### config.mk
export PLATFORM = sky130hd
export DESIGN_NAME = alu_status_unit
export DESIGN_NICKNAME = d
export VERILOG_FILES = /design/src/rtl/alu_flags_pkg.sv /design/src/rtl/alu_addsub.sv /design/src/rtl/alu_shift.sv /design/src/rtl/alu_core.sv /design/src/rtl/flag_reg.sv /design/src/rtl/alu_status_unit.sv
export SDC_FILE = /design/constraint.sdc
export NUM_CORES = 1
export LEC_CHECK = 0
export ABC_AREA = 1
export BUFFER_PORTS_ARGS = -buffer_cell sky130_fd_sc_hd__buf_2
export CORE_AREA = 2 2 92 94
export DETAILED_ROUTE_END_ITERATION = 6
export DIE_AREA = 0 0 94 96
export HOLD_SLACK_MARGIN = 0.06
export PLACE_DENSITY_LB_ADDON = 0.08
export SLEW_MARGIN = 20
export SYNTH_ARGS = -nofsm -noshare
export SYNTH_HDL_FRONTEND = slang
export SYNTH_HIERARCHICAL = 1
export SYNTH_SLANG_ARGS = --single-unit
### constraint.sdc
create_clock -name clk -period 1 [get_ports clk]
set_input_delay 0.05 -clock clk [delete_from_list [all_inputs] [get_ports clk]]
set_output_delay 0.05 -clock clk [all_outputs]
set_load 0.01 [all_outputs]
### src/rtl/alu_flags_pkg.sv
package alu_flags_pkg;

    typedef enum logic [3:0] {
        OP_ADD = 4'd0,
        OP_SUB = 4'd1,
        OP_AND = 4'd2,
        OP_OR  = 4'd3,
        OP_XOR = 4'd4,
        OP_INC = 4'd5,
        OP_DEC = 4'd6,
        OP_NOT = 4'd7,
        OP_SHL = 4'd8,
        OP_SHR = 4'd9,
        OP_SAR = 4'd10
    } op_e;

    typedef enum logic [1:0] {
        SH_LEFT  = 2'd0,
        SH_RLOG  = 2'd1,
        SH_RARI  = 2'd2
    } shift_e;

    localparam int FL_CF = 0;
    localparam int FL_PF = 2;
    localparam int FL_AF = 4;
    localparam int FL_ZF = 6;
    localparam int FL_SF = 7;
    localparam int FL_TF = 8;
    localparam int FL_IF = 9;
    localparam int FL_DF = 10;
    localparam int FL_OF = 11;

    localparam int CTL_N = 3;

    typedef struct packed {
        logic cf;
        logic pf;
        logic af;
        logic zf;
        logic sf;
        logic of;
    } cond_t;

endpackage

### src/rtl/alu_addsub.sv
module alu_addsub #(
    parameter int DATA_W = 16
) (
    input  logic              sub,
    input  logic              byte_mode,
    input  logic [DATA_W-1:0] a,
    input  logic [DATA_W-1:0] b,
    output logic [DATA_W-1:0] sum,
    output logic              carry,
    output logic              nib_carry,
    output logic              ovf
);
    localparam int HALF_W = DATA_W / 2;

    logic [DATA_W-1:0] b_x;
    logic [DATA_W:0]   sum_w;
    logic [HALF_W:0]   sum_h;
    logic              cout;
    logic              a_top;
    logic              b_top;
    logic              r_top;

    always_comb begin
        b_x   = b ^ {DATA_W{sub}};
        sum_w = {1'b0, a} + {1'b0, b_x} + {{DATA_W{1'b0}}, sub};
        sum_h = {1'b0, a[HALF_W-1:0]} + {1'b0, b_x[HALF_W-1:0]}
              + {{HALF_W{1'b0}}, sub};
        if (byte_mode) begin
            sum   = {{(DATA_W-HALF_W){1'b0}}, sum_h[HALF_W-1:0]};
            cout  = sum_h[HALF_W];
            a_top = a[HALF_W-1];
            b_top = b[HALF_W-1];
            r_top = sum_h[HALF_W-1];
        end else begin
            sum   = sum_w[DATA_W-1:0];
            cout  = sum_w[DATA_W];
            a_top = a[DATA_W-1];
            b_top = b[DATA_W-1];
            r_top = sum_w[DATA_W-1];
        end
        // a borrow is the inverse of the two's-complement carry
        carry     = sub ? ~cout : cout;
        nib_carry = a[4] ^ b[4] ^ sum[4];
        if (sub)
            ovf = (a_top != b_top) && (r_top != a_top);
        else
            ovf = (a_top == b_top) && (r_top != a_top);
    end

endmodule

### src/rtl/alu_shift.sv
module alu_shift
    import alu_flags_pkg::*;
#(
    parameter int DATA_W = 16
) (
    input  shift_e            kind,
    input  logic              byte_mode,
    input  logic [DATA_W-1:0] a,
    output logic [DATA_W-1:0] res,
    output logic              cout,
    output logic              ovf
);
    localparam int HALF_W = DATA_W / 2;
    localparam int UP_W   = DATA_W - HALF_W;

    logic [HALF_W-1:0] lo;
    logic              top;

    always_comb begin
        lo  = a[HALF_W-1:0];
        top = byte_mode ? lo[HALF_W-1] : a[DATA_W-1];
        res = '0;
        cout = 1'b0;
        ovf  = 1'b0;
        unique case (kind)
            SH_LEFT: begin
                if (byte_mode) res = {{UP_W{1'b0}}, lo[HALF_W-2:0], 1'b0};
                else           res = {a[DATA_W-2:0], 1'b0};
                cout = top;
                ovf  = (byte_mode ? res[HALF_W-1] : res[DATA_W-1]) ^ top;
            end
            SH_RLOG: begin
                if (byte_mode) res = {{UP_W{1'b0}}, 1'b0, lo[HALF_W-1:1]};
                else           res = {1'b0, a[DATA_W-1:1]};
                cout = a[0];
                ovf  = top;
            end
            SH_RARI: begin
                if (byte_mode) res = {{UP_W{1'b0}}, top, lo[HALF_W-1:1]};
                else           res = {top, a[DATA_W-1:1]};
                cout = a[0];
                ovf  = 1'b0;
            end
            default: begin
                res  = '0;
                cout = 1'b0;
                ovf  = 1'b0;
            end
        endcase
    end

endmodule

### src/rtl/alu_core.sv
module alu_core
    import alu_flags_pkg::*;
#(
    parameter int DATA_W = 16
) (
    input  op_e               op,
    input  logic              byte_mode,
    input  logic [DATA_W-1:0] a,
    input  logic [DATA_W-1:0] b,
    input  logic              cf_now,
    output logic [DATA_W-1:0] res,
    output cond_t             cond_nx,
    output logic              res_we,
    output logic              cond_we
);
    localparam int HALF_W = DATA_W / 2;
    localparam logic [DATA_W-1:0] BYTE_MASK = {{(DATA_W-HALF_W){1'b0}}, {HALF_W{1'b1}}};
    localparam logic [DATA_W-1:0] ONE = {{(DATA_W-1){1'b0}}, 1'b1};

    logic              as_sub;
    logic [DATA_W-1:0] as_b;
    logic [DATA_W-1:0] as_sum;
    logic              as_c;
    logic              as_af;
    logic              as_of;
    shift_e            sh_kind;
    logic [DATA_W-1:0] sh_res;
    logic              sh_c;
    logic              sh_of;
    logic [DATA_W-1:0] size_mask;

    always_comb begin
        as_sub  = (op == OP_SUB) || (op == OP_DEC);
        as_b    = ((op == OP_INC) || (op == OP_DEC)) ? ONE : b;
        unique case (op)
            OP_SHR:  sh_kind = SH_RLOG;
            OP_SAR:  sh_kind = SH_RARI;
            default: sh_kind = SH_LEFT;
        endcase
        size_mask = byte_mode ? BYTE_MASK : {DATA_W{1'b1}};
    end

    alu_addsub #(.DATA_W(DATA_W)) u_addsub (
        .sub       (as_sub),
        .byte_mode (byte_mode),
        .a         (a),
        .b         (as_b),
        .sum       (as_sum),
        .carry     (as_c),
        .nib_carry (as_af),
        .ovf       (as_of)
    );

    alu_shift #(.DATA_W(DATA_W)) u_shift (
        .kind      (sh_kind),
        .byte_mode (byte_mode),
        .a         (a),
        .res       (sh_res),
        .cout      (sh_c),
        .ovf       (sh_of)
    );

    always_comb begin
        res     = '0;
        cond_nx = '0;
        res_we  = 1'b1;
        cond_we = 1'b1;
        unique case (op)
            OP_ADD, OP_SUB: begin
                res        = as_sum;
                cond_nx.cf = as_c;
                cond_nx.af = as_af;
                cond_nx.of = as_of;
            end
            OP_INC, OP_DEC: begin
                res        = as_sum;
                cond_nx.cf = cf_now;
                cond_nx.af = as_af;
                cond_nx.of = as_of;
            end
            OP_AND: res = a & b & size_mask;
            OP_OR:  res = (a | b) & size_mask;
            OP_XOR: res = (a ^ b) & size_mask;
            OP_NOT: begin
                res     = ~a & size_mask;
                cond_we = 1'b0;
            end
            OP_SHL, OP_SHR, OP_SAR: begin
                res        = sh_res;
                cond_nx.cf = sh_c;
                cond_nx.of = sh_of;
            end
            default: begin
                res_we  = 1'b0;
                cond_we = 1'b0;
            end
        endcase
        cond_nx.pf = ~^res[7:0];
        cond_nx.zf = (res == '0);
        cond_nx.sf = byte_mode ? res[HALF_W-1] : res[DATA_W-1];
    end

endmodule

### src/rtl/flag_reg.sv
module flag_reg
    import alu_flags_pkg::*;
#(
    parameter int FLAG_W = 16
) (
    input  logic              clk,
    input  logic              rst_n,
    input  logic              cond_we,
    input  cond_t             cond_in,
    input  logic [CTL_N-1:0]  ctl_set,
    input  logic [CTL_N-1:0]  ctl_clr,
    output logic [FLAG_W-1:0] flags_o
);
    cond_t             cond_q;
    logic [CTL_N-1:0]  ctl_q;

    always_ff @(posedge clk or negedge rst_n) begin
        if (!rst_n)       cond_q <= '0;
        else if (cond_we) cond_q <= cond_in;
    end

    for (genvar i = 0; i < CTL_N; i++) begin : g_ctl
        always_ff @(posedge clk or negedge rst_n) begin
            if (!rst_n)          ctl_q[i] <= 1'b0;
            else if (ctl_set[i]) ctl_q[i] <= 1'b1;
            else if (ctl_clr[i]) ctl_q[i] <= 1'b0;
        end
    end

    always_comb begin
        flags_o        = '0;
        flags_o[FL_CF] = cond_q.cf;
        flags_o[FL_PF] = cond_q.pf;
        flags_o[FL_AF] = cond_q.af;
        flags_o[FL_ZF] = cond_q.zf;
        flags_o[FL_SF] = cond_q.sf;
        flags_o[FL_OF] = cond_q.of;
        for (int i = 0; i < CTL_N; i++)
            flags_o[FL_TF+i] = ctl_q[i];
    end


    ctl_set_chk: assert property (@(posedge clk) disable iff (!rst_n)
        ctl_set[0] |=> flags_o[FL_TF]);

endmodule

### src/rtl/alu_status_unit.sv
module alu_status_unit
    import alu_flags_pkg::*;
#(
    parameter int DATA_W = 16,
    parameter int FLAG_W = 16
) (
    input  logic              clk,
    input  logic              rst_n,
    input  logic              op_valid,
    input  logic [3:0]        op_code,
    input  logic              byte_mode,
    input  logic [DATA_W-1:0] opnd_a,
    input  logic [DATA_W-1:0] opnd_b,
    input  logic [CTL_N-1:0]  ctl_set,
    input  logic [CTL_N-1:0]  ctl_clr,
    output logic [DATA_W-1:0] result,
    output logic [FLAG_W-1:0] flags
);
    op_e               op;
    logic [DATA_W-1:0] core_res;
    cond_t             core_cond;
    logic              core_res_we;
    logic              core_cond_we;
    logic              flag_we;
    logic [DATA_W-1:0] result_q;
    logic [FLAG_W-1:0] flags_w;
    logic              is_logic;
    logic              is_step;

    assign op       = op_e'(op_code);
    assign flag_we  = op_valid && core_cond_we;
    assign is_logic = op_valid && ((op == OP_AND) || (op == OP_OR) || (op == OP_XOR));
    assign is_step  = op_valid && ((op == OP_INC) || (op == OP_DEC));

    alu_core #(.DATA_W(DATA_W)) u_core (
        .op        (op),
        .byte_mode (byte_mode),
        .a         (opnd_a),
        .b         (opnd_b),
        .cf_now    (flags_w[FL_CF]),
        .res       (core_res),
        .cond_nx   (core_cond),
        .res_we    (core_res_we),
        .cond_we   (core_cond_we)
    );

    always_ff @(posedge clk or negedge rst_n) begin
        if (!rst_n)                       result_q <= '0;
        else if (op_valid && core_res_we) result_q <= core_res;
    end

    flag_reg #(.FLAG_W(FLAG_W)) u_flags (
        .clk     (clk),
        .rst_n   (rst_n),
        .cond_we (flag_we),
        .cond_in (core_cond),
        .ctl_set (ctl_set),
        .ctl_clr (ctl_clr),
        .flags_o (flags_w)
    );

    assign result = result_q;
    assign flags  = flags_w;


    ctl_hold_chk: assert property (@(posedge clk) disable iff (!rst_n)
        (ctl_set == '0 && ctl_clr == '0) |=> $stable(flags_w[FL_DF:FL_TF]));


    logic_clr_chk: assert property (@(posedge clk) disable iff (!rst_n)
        is_logic |=> (!flags_w[FL_CF] && !flags_w[FL_OF]));


    step_cf_chk: assert property (@(posedge clk) disable iff (!rst_n)
        is_step |=> (flags_w[FL_CF] == $past(flags_w[FL_CF])));


    not_keep_chk: assert property (@(posedge clk) disable iff (!rst_n)
        (op_valid && op == OP_NOT) |=> ($stable(flags_w[FL_CF]) && $stable(flags_w[FL_ZF])
                                        && $stable(flags_w[FL_OF]) && $stable(flags_w[FL_PF])));


    parity_chk: assert property (@(posedge clk) disable iff (!rst_n)
        flag_we |=> (flags_w[FL_PF] == ~^result_q[7:0]));


    zero_chk: assert property (@(posedge clk) disable iff (!rst_n)
        flag_we |=> (flags_w[FL_ZF] == (result_q == '0)));


    idle_chk: assert property (@(posedge clk) disable iff (!rst_n)
        !op_valid |=> $stable(result_q));

endmodule

==> Yosys cells after proc, flatten, opt, wreduce, memory -nomap -nowiden <==
Cells that the tools add are included.
W data, S select, Z words.
{ "word_totals": {"output_inout_bits": 32, "inputBits": 46, "word_cells": 95, "register_bits": 25} }
{ "classes": {"n_addsub": 4, "reduce_logical": 21, "mux": 31, "bitwise_logic": 14, "n_eq_ne": 15} }
{ "ops": {"columns": ["op", "count"], "rows": [
  ["$mux W16", 6],
  ["$pmux W16 S6", 1],
  ["$and A16 B16 Y16", 5],
  ["$pmux W16 S3", 1],
  ["$xor A16 B16 Y16", 2],
  ["$add A16 B16 Y17", 1],
  ["$add A17 B1 Y17", 1],
  ["$mux W1", 17],
  ["$eq A4 B3 Y1 const B", 4],
  ["$logic_not A16 Y1", 1],
  ["$not A16 Y16", 1],
  ["$or A16 B16 Y16", 1],
  ["$mux W15", 1],
  ["$eq A4 B4 Y1 const B", 3],
  ["$reduce_or A11 Y1", 1],
  ["$reduce_or A10 Y1", 1],
  ["$add A8 B8 Y9", 1],
  ["$add A9 B1 Y9", 1],
  ["$eq A4 B2 Y1 const B", 2],
  ["$reduce_xnor A8 Y1", 1],
  ["$pmux W1 S2", 3],
  ["$reduce_bool A2 Y1", 3],
  ["$reduce_or A2 Y1", 3],
  ["$eq A4 B1 Y1 const B", 1],
  ["15 further kinds", 23]
]} }

==> Longest topological paths before layout <==
{ "depth": {"depth_word": 11, "depth_mapped": 26, "ltp_nobuf": 26} }

==> Cells and area by module <==
The synthesis kept the hierarchy.
{ "modules_own_cells": {"columns": ["mod", "area_each_um2", "n_inst", "seq_area_each_um2", "cells_each"], "rows": [
  ["alu_core", 1757.9, 1, 0.0, 324],
  ["alu_addsub", 1169.9, 1, 0.0, 180],
  ["alu_status_unit", 668.1, 1, 400.4, 72],
  ["alu_shift", 526.8, 1, 0.0, 102],
  ["flag_reg", 397.9, 1, 225.2, 48]
]} }

==> Worst setup path after synthesis <==
Ideal clock, no wire load.
{ "synth_timing": {"kind": "input to register", "startpoint": "input port op_code[2]", "endpoint": "register u_flags.cond_q (netlist bit u_flags/flags_o[2])", "n_path_buf": 1, "path_stages": 21, "setup_ns": 0.065, "slack_ns": -1.953, "arrival_time_ns": 2.889, "t_required_ns": 0.935, "path_cell_list": "inv_1 > nor2_2 > nand2_2 > inv_1 > clkbuf_1 > nor2_1 > xor2_1 > ha_1 > a21oi_1 > inv_1 > nor2_2 > nand2_4 > xor2_2 > nand2_1 > nand3_1 > inv_1 > ha_1 > xnor2_1 > xnor2_1 > nand2_1 > nand2_1"} }
{ "synth_lines": {"columns": ["item", "line_no", "rtl"], "rows": [
  ["start, declared", "alu_status_unit.sv:10", "input logic [3:0] op_code,"],
  ["end signal, assigned", "flag_reg.sv:19", "else if (cond_we) cond_q <= cond_in;"],
  ["end, declared", "flag_reg.sv:14", "cond_t cond_q;"]
]} }

==> metrics.md <==
| Metric | Value |
|---|---|
| Initial antenna violation count | `0` |
| Mux share of post-synthesis cell area | `0.2214%` |
| Routed via count | `6077` |
| CTS Sinks | `25` |
| R2r startpoint | `u_flags/flags_o[0]` |
| GR Util met1 | `43.68%` |
| Post-synthesis register bit count | `25` |
| Delay-heaviest family, CP | `simple AND/OR/NAND/NOR gates` |
| Most used routing layer | `met2` |
| Slew margin rel. | `56.46%` |
| Asr flop ratio synth | `100.0%` |
| Peak supply drop | `0.5841 mV` |
| Max Slew Vio Count | `0` |
| TritonCTS clock tree | `done` |
| Tot GR Track Use | `37.25%` |
| Status | `complete, but fails checks` |
| Failing checks | `negative setup slack` |
| Critical path required time | `1.20 ns` |
| Hold Path Stages | `4` |
| Startpoint Class | `input pin` |
| Met3 global-route usage | `2.819%` |
| Core Util, Final | `89.18%` |
| Seq pwr share | `19.0%` |
| Final setup violation count | `22` |
| Worst-case reg-to-reg path depth | `4` |
| Most frequent cells in the layout | `196 x nand2_1, 167 x buf_4, 89 x inv_1` |
| GR Util met2 | `70.06%` |
| Worst Hold Class | `in -> reg` |
| Synth Area in Adders | `16.22%` |
| Total internal power | `0.003725 W` |
| Sw frac | `45.41%` |
| H-tree Lvls | `1` |
| Combinational share of power | `72.2%` |
| Post-DP HPWL | `12040 µm` |
| Vias in the first global route | `5562` |
| Nets | `1080` |
| Die area | `9024 µm²` |
| Deepest clock path buffer count | `2` |
| Switch Pwr | `0.003099 W` |
| WL/cell | `17.91 µm` |
| First-pass GRT wire length | `26460 µm` |
| Synth Cell Area | `4521 µm²` |
| R2R Setup Slk | `0.12 ns` |
| Clk slew on worst S/H paths | `0.09 ns` |
| Latest clock arrival within the worst-skew pair | `0.27 ns` |
| Reg2reg end | `u_flags/flags_o[0]` |
| Largest family of logic cells by synthesized area | `simple AND/OR/NAND/NOR gates` |
| Largest net degree at the start of global routing | `26` |
| Fillers | `406` |
| Crit path largest cell delay | `0.30 ns` |
| Post-Synth Simple-Gate Area | `36.48%` |
| Power Dens Cells | `950.3 nW/µm²` |
| Maxcap violations | `0` |
| DR iter-0 viols | `663` |
| Layout Area Growth over Synthesis | `58.84%` |
| RD Place Congestion | `0.9594` |
| Share of cells above drive strength 1 | `43.90%` |
| Total gr overflow | `0` |
| Max Clk Rate | `0.3458 GHz` |
| Antenna-violating nets left | `0` |
| WHS Endpoint | `result[1]` |
| Boundary pin count | `78` |
| Synth Area in Compound Gates | `11.90%` |
| Mean Syn Cell Area | `6.227 µm²` |
| Tcrit/Tclk final | `289.2%` |
| Final wirelength | `19340 µm` |
| Most frequent CP cell | `nand2_1` |
| Crit path time final | `2.892 ns` |
| Drt drc | `0` |
| Worst Path Max Fanout | `6` |
| CTS Buf Count | `3` |
| Final setup margin | `-1.892 ns` |
| Slowest library cell on the worst path | `ha_1` |
| Lkg Pwr | `4.024 nW` |
| Main synth FF type | `dfrtp_1` |
| Tightest Pin Transition | `0.6506 ns` |
| Die X | `94 µm` |
| Core area | `8051 µm²` |
| Number of synthesized flops with an enable pin | `0` |
| Port buffer count | `70` |
| Die H | `96 µm` |
| RSZ-0062 raised after global routing | `true` |
| Crit. End Element | `register` |
| Final instance count without filler cells | `1080` |
| Initial Util | `56.15%` |
| Sequential share of the synthesized area | `13.84%` |
| Worst hold start | `op_valid` |
| Crit path cell chain | `buf_8 -> clkinvlp_4 -> nand2_4 -> o22ai_4 -> buf_12 -> xor2_1 -> ha_1 -> buf_4 -> nand2_1 -> inv_1 -> a21oi_4 -> buf_6 -> nand3b_1 -> nand3_1 -> nand2_1 -> nor2_2 -> a21boi_1 -> nand2_1 -> nor2_1 -> nand3_1 -> nor2_1 -> nand2_1 -> nand2_1` |
| Critical setup path kind | `in -> reg` |
| Buf+Inv Stages, Crit Path | `6` |
| Commonest non-fill, non-tap cell in the layout | `nand2_1` |
| Vias per std cell | `5.627` |
| Arr. time, crit path | `3.09 ns` |
| Placed instance count | `1037` |
| Area after DPL | `6093 µm²` |
| Hold WS | `0.2147 ns` |
| Synth Instances | `726` |
| DRT Pass-1 Iters | `7` |
| Hold Fails Final Rpt | `0` |
| Floorplan row count | `33` |
| Clock Power Share | `8.7%` |
| N_diodes | `0` |
| Root Buffer | `clkbuf_8` |
| Power Total | `0.006824 W` |
| Finished layout cell area | `7181 µm²` |
| Clk_skew | `0 ns` |
| XOR/XNOR share of the synthesized area | `6.366%` |
| Ys Warns | `6` |
| Yosys cell types | `49` |
[cell usage after synthesis, drive strengths merged (4+ instances only)]
| cell | count | area share, % |
|---|---|---|
| nand3 | 45 | 5.1 |
| nor2 | 84 | 7.6 |
| dfrtp | 25 | 14 |
| nor3 | 4 | 0.77 |
| xnor2 | 7 | 1.4 |
| ha | 57 | 16 |
| buf | 23 | 4.8 |
| nand2 | 238 | 22 |
| a22oi | 5 | 0.83 |
| xor2 | 25 | 5.0 |
| o21bai | 4 | 0.91 |
| clkbuf | 5 | 0.64 |
| a21oi | 38 | 4.5 |
| inv | 113 | 9.4 |
| o21ai | 26 | 3.0 |
[state kept, by name, indices dropped and copies added, names as in the netlist]
signal           flops
u_flags/flags_o      9
result              16
[worst max path at each step]
stage                     startpoint                  to  cells after the start
final                     op_code[2]  u_flags/flags_o[6]                     23
after global routing      op_code[2]  u_flags/flags_o[6]                     23
after CTS                 op_code[3]  u_flags/flags_o[2]                     20
after detailed placement  op_code[0]  u_flags/flags_o[2]                     23
after global placement    op_code[1]  u_flags/flags_o[6]                     22
after floorplan           op_code[2]  u_flags/flags_o[2]                     19
[worst min-delay path, stage by stage]
cell	delay, ns
buf_2	0.14
buf_4	0.17
nand3_2	0.06
nand2_1	0.04
[per-stage QoR]
step / worst slack [ns] / setup TNS [ns]
3_3_place_gp: -1.970 / -35.72
6_report: -1.892 / -33.40
2_1_floorplan: -1.676 / -26.99
5_1_grt: -1.980 / -35.15
3_5_place_dp: -2.019 / -37.64
4_1_cts: -1.624 / -29.97
[metal layers]
layer / share of wire, % / up-vias / wire length [µm]
met2: 50 / 399 / 9622
met4: 5.4 / 0 / 1037
met5: 0 / - / 0
met3: 7.8 / 104 / 1514
met1: 37 / 2840 / 7164
li1: - / 2734 / -
[power by group through the flow]
stage,clock network [W],logic (W),registers [W]
6_report,0.000596,0.00493,0.00130
4_1_cts,0.000573,0.00416,0.00127
5_1_grt,0.000636,0.00521,0.00131
3_5_place_dp,0,0.00364,0.00129
3_3_place_gp,0,0.00353,0.00128
2_1_floorplan,0,0.00199,0.00135
[cell type report]
cell class	count	area [µm²]	share of cell area (%)
clock buffers	4	45.04	0.6273
inverters	113	447.9	6.238
multi-input cells	566	3925	54.66
flip-flops and latches	25	625.6	8.712
well taps	105	131.4	1.830
repair buffers	267	2006	27.93
[cells by family (layout without fill, tap and decap cells)]
family,Yosys count,after routing
xor+xnor,32,32
other cells,1,7
compound gates,89,89
mux,1,1
buf+inv,141,384
flops,25,25
fa+ha+maj,58,58
simple gates,379,379
[timing repair]
action / CTS / global route
gates cloned: 1 / 0
endpoints found under the hold margin: 28 / 0
hold buffers: 7 / 0
setup endpoints to repair: 22 / 22
setup buffers: 26 / 17
pin swaps: 52 / 79
gates resized for setup: 90 / 84
Power figures use the tool's default switching activity.
